File: src/rtl/tlb_pkg.sv
package tlb_pkg;
    // Bit positions inside a permission field
    localparam int PERM_RD = 0;
    localparam int PERM_WR = 1;
    localparam int PERM_EX = 2;

    // Outcome of a lookup
    typedef enum logic [1:0] {
        KIND_NONE  = 2'd0,
        KIND_HIT   = 2'd1,
        KIND_MISS  = 2'd2,
        KIND_FAULT = 2'd3
    } rsp_kind_e;
endpackage

File: src/rtl/tlb_match.sv
module tlb_match #(
    parameter int ENTRIES = 16,
    parameter int VPN_W   = 20,
    parameter int ASID_W  = 8
) (
    input  logic [ENTRIES-1:0]             valid,
    input  logic [ENTRIES-1:0][VPN_W-1:0]  vpn,
    input  logic [ENTRIES-1:0][ASID_W-1:0] asid,
    input  logic [VPN_W-1:0]               key_vpn,
    input  logic [ASID_W-1:0]              key_asid,
    output logic [ENTRIES-1:0]             match
);
    // One comparator per entry, all evaluated at once
    for (genvar g = 0; g < ENTRIES; g++) begin : g_cmp
        assign match[g] = valid[g] && (vpn[g] == key_vpn) && (asid[g] == key_asid);
    end
endmodule

File: src/rtl/tlb_victim.sv
module tlb_victim #(
    parameter int ENTRIES = 16,
    parameter int LFSR_W  = 16,
    parameter logic [LFSR_W-1:0] LFSR_TAPS = 16'hB400,
    localparam int IDX_W  = (ENTRIES > 1) ? $clog2(ENTRIES) : 1
) (
    input  logic               clk,
    input  logic               rst_n,
    input  logic [ENTRIES-1:0] valid,
    output logic [IDX_W-1:0]   victim
);
    logic [LFSR_W-1:0] lfsr_d, lfsr_q;
    logic [IDX_W-1:0]  free_idx;
    logic              any_free;

    always_comb begin
        // Galois shift, advancing every cycle
        lfsr_d   = lfsr_q[0] ? ((lfsr_q >> 1) ^ LFSR_TAPS) : (lfsr_q >> 1);
        any_free = ~&valid;
        free_idx = '0;
        for (int i = ENTRIES - 1; i >= 0; i--) begin
            if (!valid[i]) free_idx = IDX_W'(i);
        end
        victim = any_free ? free_idx : lfsr_q[IDX_W-1:0];
    end

    always_ff @(posedge clk or negedge rst_n) begin
        if (!rst_n) lfsr_q <= LFSR_W'(1);
        else        lfsr_q <= lfsr_d;
    end

    assert_victim_free_R6: assert property (@(posedge clk) disable iff (!rst_n)
        any_free |-> !valid[victim]);
    assert_lfsr_live_R7: assert property (@(posedge clk) disable iff (!rst_n)
        lfsr_q != '0);
endmodule

File: src/rtl/tlb_fa.sv
module tlb_fa #(
    parameter int ENTRIES = 16,
    parameter int VPN_W   = 20,
    parameter int PFN_W   = 20,
    parameter int ASID_W  = 8,
    parameter int PERM_W  = 3,
    parameter int LFSR_W  = 16,
    parameter logic [LFSR_W-1:0] LFSR_TAPS = 16'hB400
) (
    input  logic              clk,
    input  logic              rst_n,
    input  logic              lk_valid,
    input  logic [VPN_W-1:0]  lk_vpn,
    input  logic [ASID_W-1:0] lk_asid,
    input  logic [PERM_W-1:0] lk_need,
    input  logic              rf_valid,
    input  logic [VPN_W-1:0]  rf_vpn,
    input  logic [ASID_W-1:0] rf_asid,
    input  logic [PFN_W-1:0]  rf_pfn,
    input  logic [PERM_W-1:0] rf_perm,
    input  logic              fl_asid_valid,
    input  logic [ASID_W-1:0] fl_asid,
    input  logic              fl_all,
    output logic              rsp_valid,
    output logic              rsp_hit,
    output logic              rsp_miss,
    output logic              rsp_fault,
    output logic [PFN_W-1:0]  rsp_pfn,
    output logic [PERM_W-1:0] rsp_perm
);
    import tlb_pkg::*;

    localparam int IDX_W = (ENTRIES > 1) ? $clog2(ENTRIES) : 1;

    typedef struct packed {
        logic [ENTRIES-1:0]             valid;
        logic [ENTRIES-1:0][VPN_W-1:0]  vpn;
        logic [ENTRIES-1:0][ASID_W-1:0] asid;
        logic [ENTRIES-1:0][PFN_W-1:0]  pfn;
        logic [ENTRIES-1:0][PERM_W-1:0] perm;
        rsp_kind_e                      kind;
        logic [PFN_W-1:0]               rsp_pfn;
        logic [PERM_W-1:0]              rsp_perm;
    } state_t;

    state_t s_d, s_q;

    logic [ENTRIES-1:0] lk_match, rf_match;
    logic [IDX_W-1:0]   victim, rf_slot;
    logic [PFN_W-1:0]   sel_pfn;
    logic [PERM_W-1:0]  sel_perm;
    logic               lk_any, allowed;

    tlb_match #(.ENTRIES(ENTRIES), .VPN_W(VPN_W), .ASID_W(ASID_W)) u_lk_match (
        .valid(s_q.valid), .vpn(s_q.vpn), .asid(s_q.asid),
        .key_vpn(lk_vpn), .key_asid(lk_asid), .match(lk_match)
    );

    tlb_match #(.ENTRIES(ENTRIES), .VPN_W(VPN_W), .ASID_W(ASID_W)) u_rf_match (
        .valid(s_q.valid), .vpn(s_q.vpn), .asid(s_q.asid),
        .key_vpn(rf_vpn), .key_asid(rf_asid), .match(rf_match)
    );

    tlb_victim #(.ENTRIES(ENTRIES), .LFSR_W(LFSR_W), .LFSR_TAPS(LFSR_TAPS)) u_victim (
        .clk(clk), .rst_n(rst_n), .valid(s_q.valid), .victim(victim)
    );

    always_comb begin
        s_d      = s_q;
        sel_pfn  = '0;
        sel_perm = '0;
        rf_slot  = victim;
        // At most one entry matches, so OR-ing selects it
        for (int i = 0; i < ENTRIES; i++) begin
            if (lk_match[i]) begin
                sel_pfn  = sel_pfn | s_q.pfn[i];
                sel_perm = sel_perm | s_q.perm[i];
            end
            if (rf_match[i]) rf_slot = IDX_W'(i);
        end
        lk_any  = |lk_match;
        allowed = ((sel_perm & lk_need) == lk_need);

        // Response, registered for the next cycle
        if (!lk_valid)                 s_d.kind = KIND_NONE;
        else if (rf_valid || !lk_any)  s_d.kind = KIND_MISS;
        else if (allowed)              s_d.kind = KIND_HIT;
        else                           s_d.kind = KIND_FAULT;
        s_d.rsp_pfn  = (s_d.kind == KIND_HIT) ? sel_pfn  : '0;
        s_d.rsp_perm = (s_d.kind == KIND_HIT) ? sel_perm : '0;

        // Invalidation, then refill on top of it
        for (int i = 0; i < ENTRIES; i++) begin
            if (fl_all || (fl_asid_valid && (s_q.asid[i] == fl_asid))) s_d.valid[i] = 1'b0;
        end
        if (rf_valid) begin
            s_d.valid[rf_slot] = 1'b1;
            s_d.vpn[rf_slot]   = rf_vpn;
            s_d.asid[rf_slot]  = rf_asid;
            s_d.pfn[rf_slot]   = rf_pfn;
            s_d.perm[rf_slot]  = rf_perm;
        end
    end

    always_ff @(posedge clk or negedge rst_n) begin
        if (!rst_n) s_q <= '0;
        else        s_q <= s_d;
    end

    assign rsp_valid = (s_q.kind != KIND_NONE);
    assign rsp_hit   = (s_q.kind == KIND_HIT);
    assign rsp_miss  = (s_q.kind == KIND_MISS);
    assign rsp_fault = (s_q.kind == KIND_FAULT);
    assign rsp_pfn   = s_q.rsp_pfn;
    assign rsp_perm  = s_q.rsp_perm;

    assert_rsp_follows_R2: assert property (@(posedge clk) disable iff (!rst_n)
        lk_valid |=> rsp_valid);
    assert_rsp_idle_R12: assert property (@(posedge clk) disable iff (!rst_n)
        !lk_valid |=> !(rsp_valid || rsp_hit || rsp_miss || rsp_fault));
    assert_one_kind_R12: assert property (@(posedge clk) disable iff (!rst_n)
        rsp_valid |-> ($countones({rsp_hit, rsp_miss, rsp_fault}) == 1));
    assert_single_match_R8: assert property (@(posedge clk) disable iff (!rst_n)
        $onehot0(lk_match));
    assert_collide_miss_R11: assert property (@(posedge clk) disable iff (!rst_n)
        (lk_valid && rf_valid) |=> rsp_miss);
    assert_flush_all_R10: assert property (@(posedge clk) disable iff (!rst_n)
        (fl_all && !rf_valid) |=> (s_q.valid == '0));
    assert_miss_zero_R5: assert property (@(posedge clk) disable iff (!rst_n)
        rsp_miss |-> (rsp_pfn == '0 && rsp_perm == '0));
endmodule

File: config.mk
export PLATFORM = sky130hd
export DESIGN_NAME = tlb_fa
export DESIGN_NICKNAME = d
export VERILOG_FILES = /design/src/rtl/tlb_pkg.sv /design/src/rtl/tlb_match.sv /design/src/rtl/tlb_victim.sv /design/src/rtl/tlb_fa.sv
export SDC_FILE = /design/constraint.sdc
export NUM_CORES = 2
export LEC_CHECK = 0
export BUFFER_PORTS_ARGS = -buffer_cell sky130_fd_sc_hd__buf_2
export CAP_MARGIN = 20
export CORE_MARGIN = 4
export CORE_UTILIZATION = 55
export DETAILED_ROUTE_END_ITERATION = 7
export MAX_ROUTING_LAYER = met4
export PLACE_DENSITY = 0.72
export SLEW_MARGIN = 20
export SYNTH_ARGS = -nofsm -noshare
export SYNTH_HDL_FRONTEND = slang
export SYNTH_SLANG_ARGS = --single-unit
File: constraint.sdc
create_clock -name clk -period 9.5 [get_ports clk]
set_clock_uncertainty 0.1 [all_clocks]
set_input_delay 1.425 -clock clk [delete_from_list [all_inputs] [get_ports clk]]
set_output_delay 1.425 -clock clk [all_outputs]
set_load 0.01 [all_outputs]
==> flow_summary.json <==
{
  "status": "completed",
  "p_leak_uw": 0.0238,
  "arrival_ns": 6.80,
  "rsz0062_at_grt": "no",
  "globalRouteOverflowTotal": 0,
  "ff2ff_setup_slack_ns": 4.32,
  "htree_levels": 3,
  "drt-initial-drc-count": 4452,
  "relSlewSlack_pct": 21.6,
  "place_congestion": 0.994,
  "vias": 34400,
  "fp.dieW_um": 303,
  "drc": 0,
  "comb_power_share_pct": 19.0,
  "grt_util_all_layers_pct": 36.2,
  "synth.top_cells.by_count": "dfrtp_1 (872), mux2_2 (697), xor2_1 (580), xnor2_1 (444), nand4_1 (202)",
  "fp.dieH_um": 303,
  "coreArea_mm2": 0.0866,
  "final_nets": 4056,
  "routed_via_density": 6.62,
  "wire_per_inst_um": 31.3,
  "cts_resized": 0,
  "place_worst_setup_slack_ns": 2.58,
  "hp-class": "flop to flop",
  "syn-num-nets": 4094,
  "end_kind": "flop",
  "crit_path_start_kind": "primary input",
  "fin_ws_ns": 3.18,
  "cts_sinks": 873,
  "clkTransAtPathRegs_ns": 0.06,
  "numCtsBuffers": 94,
  "wl_um": 163000,
  "worst_pin_slew_ns": 1.18,
  "antenna_found_initial": 5,
  "path_max_fanout": 30,
  "critPathRequiredTime_ns": 9.98,
  "tns_ns": 0,
  "synth_edf_count": 0,
  "synth_area_leaders": "dfrtp_1 (46%), mux2_2 (16%), xor2_1 (11%)",
  "io_buffers": 122,
  "internal_power_uw": 7400,
  "synth_top_area_cell": "dfrtp_1",
  "grt_max_degree": 183,
  "synth_top_area_share_pct": 45.5,
  "start_util_pct": 55.4,
  "drtAntennaViolNets": 0,
  "p_clk_share_pct": 36.9,
  "cts_setup_buffers": 0,
  "power_density_mw_per_mm2": 201,
  "yosys_warnings": 0,
  "insertion_delay_ns": 0.70,
  "yosysMostFrequentCell": "dfrtp_1",
  "ys_async_sr_fraction_pct": 100,
  "ys_types": 65,
  "drive_above_1_share_pct": 29.4,
  "netSwitchingPower_uw": 3150,
  "ir_drop_v": 0.000180,
  "finalHoldViolCount": 0,
  "power_uw": 10600,
  "ys_seq_area_share_pct": 45.6,
  "clockRootBuffer": "clkbuf_16",
  "grt_pass1_wl_um": 236000,
  "fin_hold_ws_ns": 0.246,
  "first_pass_iters": 5,
  "hold_buffers": 0,
  "syn_area_per_cell_um2": 12.0,
  "synth_area_mm2": 0.0479,
  "fmax_mhz": 158,
  "grt_pass1_vias": 34100,
  "netlist_instances": 3998,
  "synth_flop_cell": "dfrtp_1",
  "ys_ff_latch": 873,
  "min_period_ns": 6.32,
  "slew_viol_final": 0,
  "setup_viol": 0,
  "dp.final_hpwl_um": 97500,
  "path_class": "primary input to flop",
  "clockBufferDepth": 3,
  "area_growth_pct": 9.69,
  "power_frac_seq_pct": 44.0,
  "cts_tree": "yes",
  "io_pins": 123,
  "rows": 108,
  "maxCapViolations": 0,
  "switching_share_pct": 29.9,
  "dieArea_mm2": 0.0920,
  "period_share_pct": 66.5
}
logic make-up (layout without fill, tap and decap cells):
group	count (synthesis)	in the layout	synth area share (%)
DFF	873	873	45.6
AOI/OAI and AO/OA	252	252	4.26
and+or+nand+nor	662	662	8.16
xor gates and xnor gates	1025	1025	18.7
muxes	816	816	19.5
buffers and inverters	370	412	3.72
other	0	5	0
worst max-delay path, cell delays in order:
cell and delay (ns):
buf_2 0.53, buf_4 0.42, xnor2_1 0.18, nand4_1 0.13, nor4_1 0.33, nand4_1 0.42
nor2b_1 0.31, a221o_1 0.32, o21a_1 0.22, nor2_2 0.63, and3_2 0.87, buf_4 0.52
mux2_2 0.40
cells in the final DEF (no fill, tap or decap), types with 9 or more instances in the layout:
cell / instances
a21oi_1: 9
a221oi_1: 57
a222oi_1: 12
a22o_1: 46
a22oi_1: 60
a31o_2: 11
a31oi_1: 18
and4_1: 9
buf_2: 121
buf_4: 96
bufinv_16: 10
clkbuf_1: 23
clkbuf_16: 94
clkbuf_8: 20
clkinv_2: 19
dfrtp_1: 872
inv_1: 12
mux2_1: 70
mux2_2: 697
mux2_4: 49
nand2_1: 70
nand3_1: 45
nand4_1: 202
nor2_1: 25
nor3_1: 36
nor3b_1: 11
nor4_1: 172
nor4_2: 13
or2_2: 12
xnor2_1: 444
xor2_1: 580
final timing paths:
path,start,endpoint,cells past startpoint
worst min register to register,u_victim.lfsr_q[8],u_victim.lfsr_q[7],0
min in group asynchronous,rst_n,asynchronous set/reset pin,1
max in group asynchronous,rst_n,s_q[843],3
worst max-delay path,rf_vpn[17],flop,13
worst max register to register,flop,flop,11
worst min-delay path,u_victim.lfsr_q[8],u_victim.lfsr_q[7],0
per-stage QoR:
step / util, % / area (um2) / cells
after floorplan: - / 47900 / 3998
after global placement: 56.9 / 49300 / 5018
after detailed placement: 56.9 / 49300 / 5018
after CTS: 60.7 / 52600 / 5194
after global routing: 60.7 / 52600 / 5200
final: 60.7 / 52600 / 5200
routing by layer:
metal  vias to the layer above  track usage, %  wire length (um)
met5                         -               -                 0
met4                         0            14.9              8040
met3                       512            8.74             17800
met2                      2012            52.9             71000
met1                     17700            48.6             65800
li1                      14200               -                 -
power groups by stage:
stage	combinational, uW	sequential [uW]	clock (uW)
after CTS	1980	4630	3940
after global placement	1940	4670	0
after detailed placement	1970	4690	0
after floorplan	1450	4560	0
after global routing	2140	4690	4080
final	2010	4650	3900
area by class of cell:
class                   instances  area, um2
fillers                      6840      34000
multi-input cells            2755      24500
flip-flops and latches        873      21800
clock buffers                 137       2710
well taps                    1155       1450
repair buffers                222       1410
clock inverters                39        598
inverters                      14       52.6
diodes                          5       12.5
Note: power is estimated with default switching activity, not from simulation.
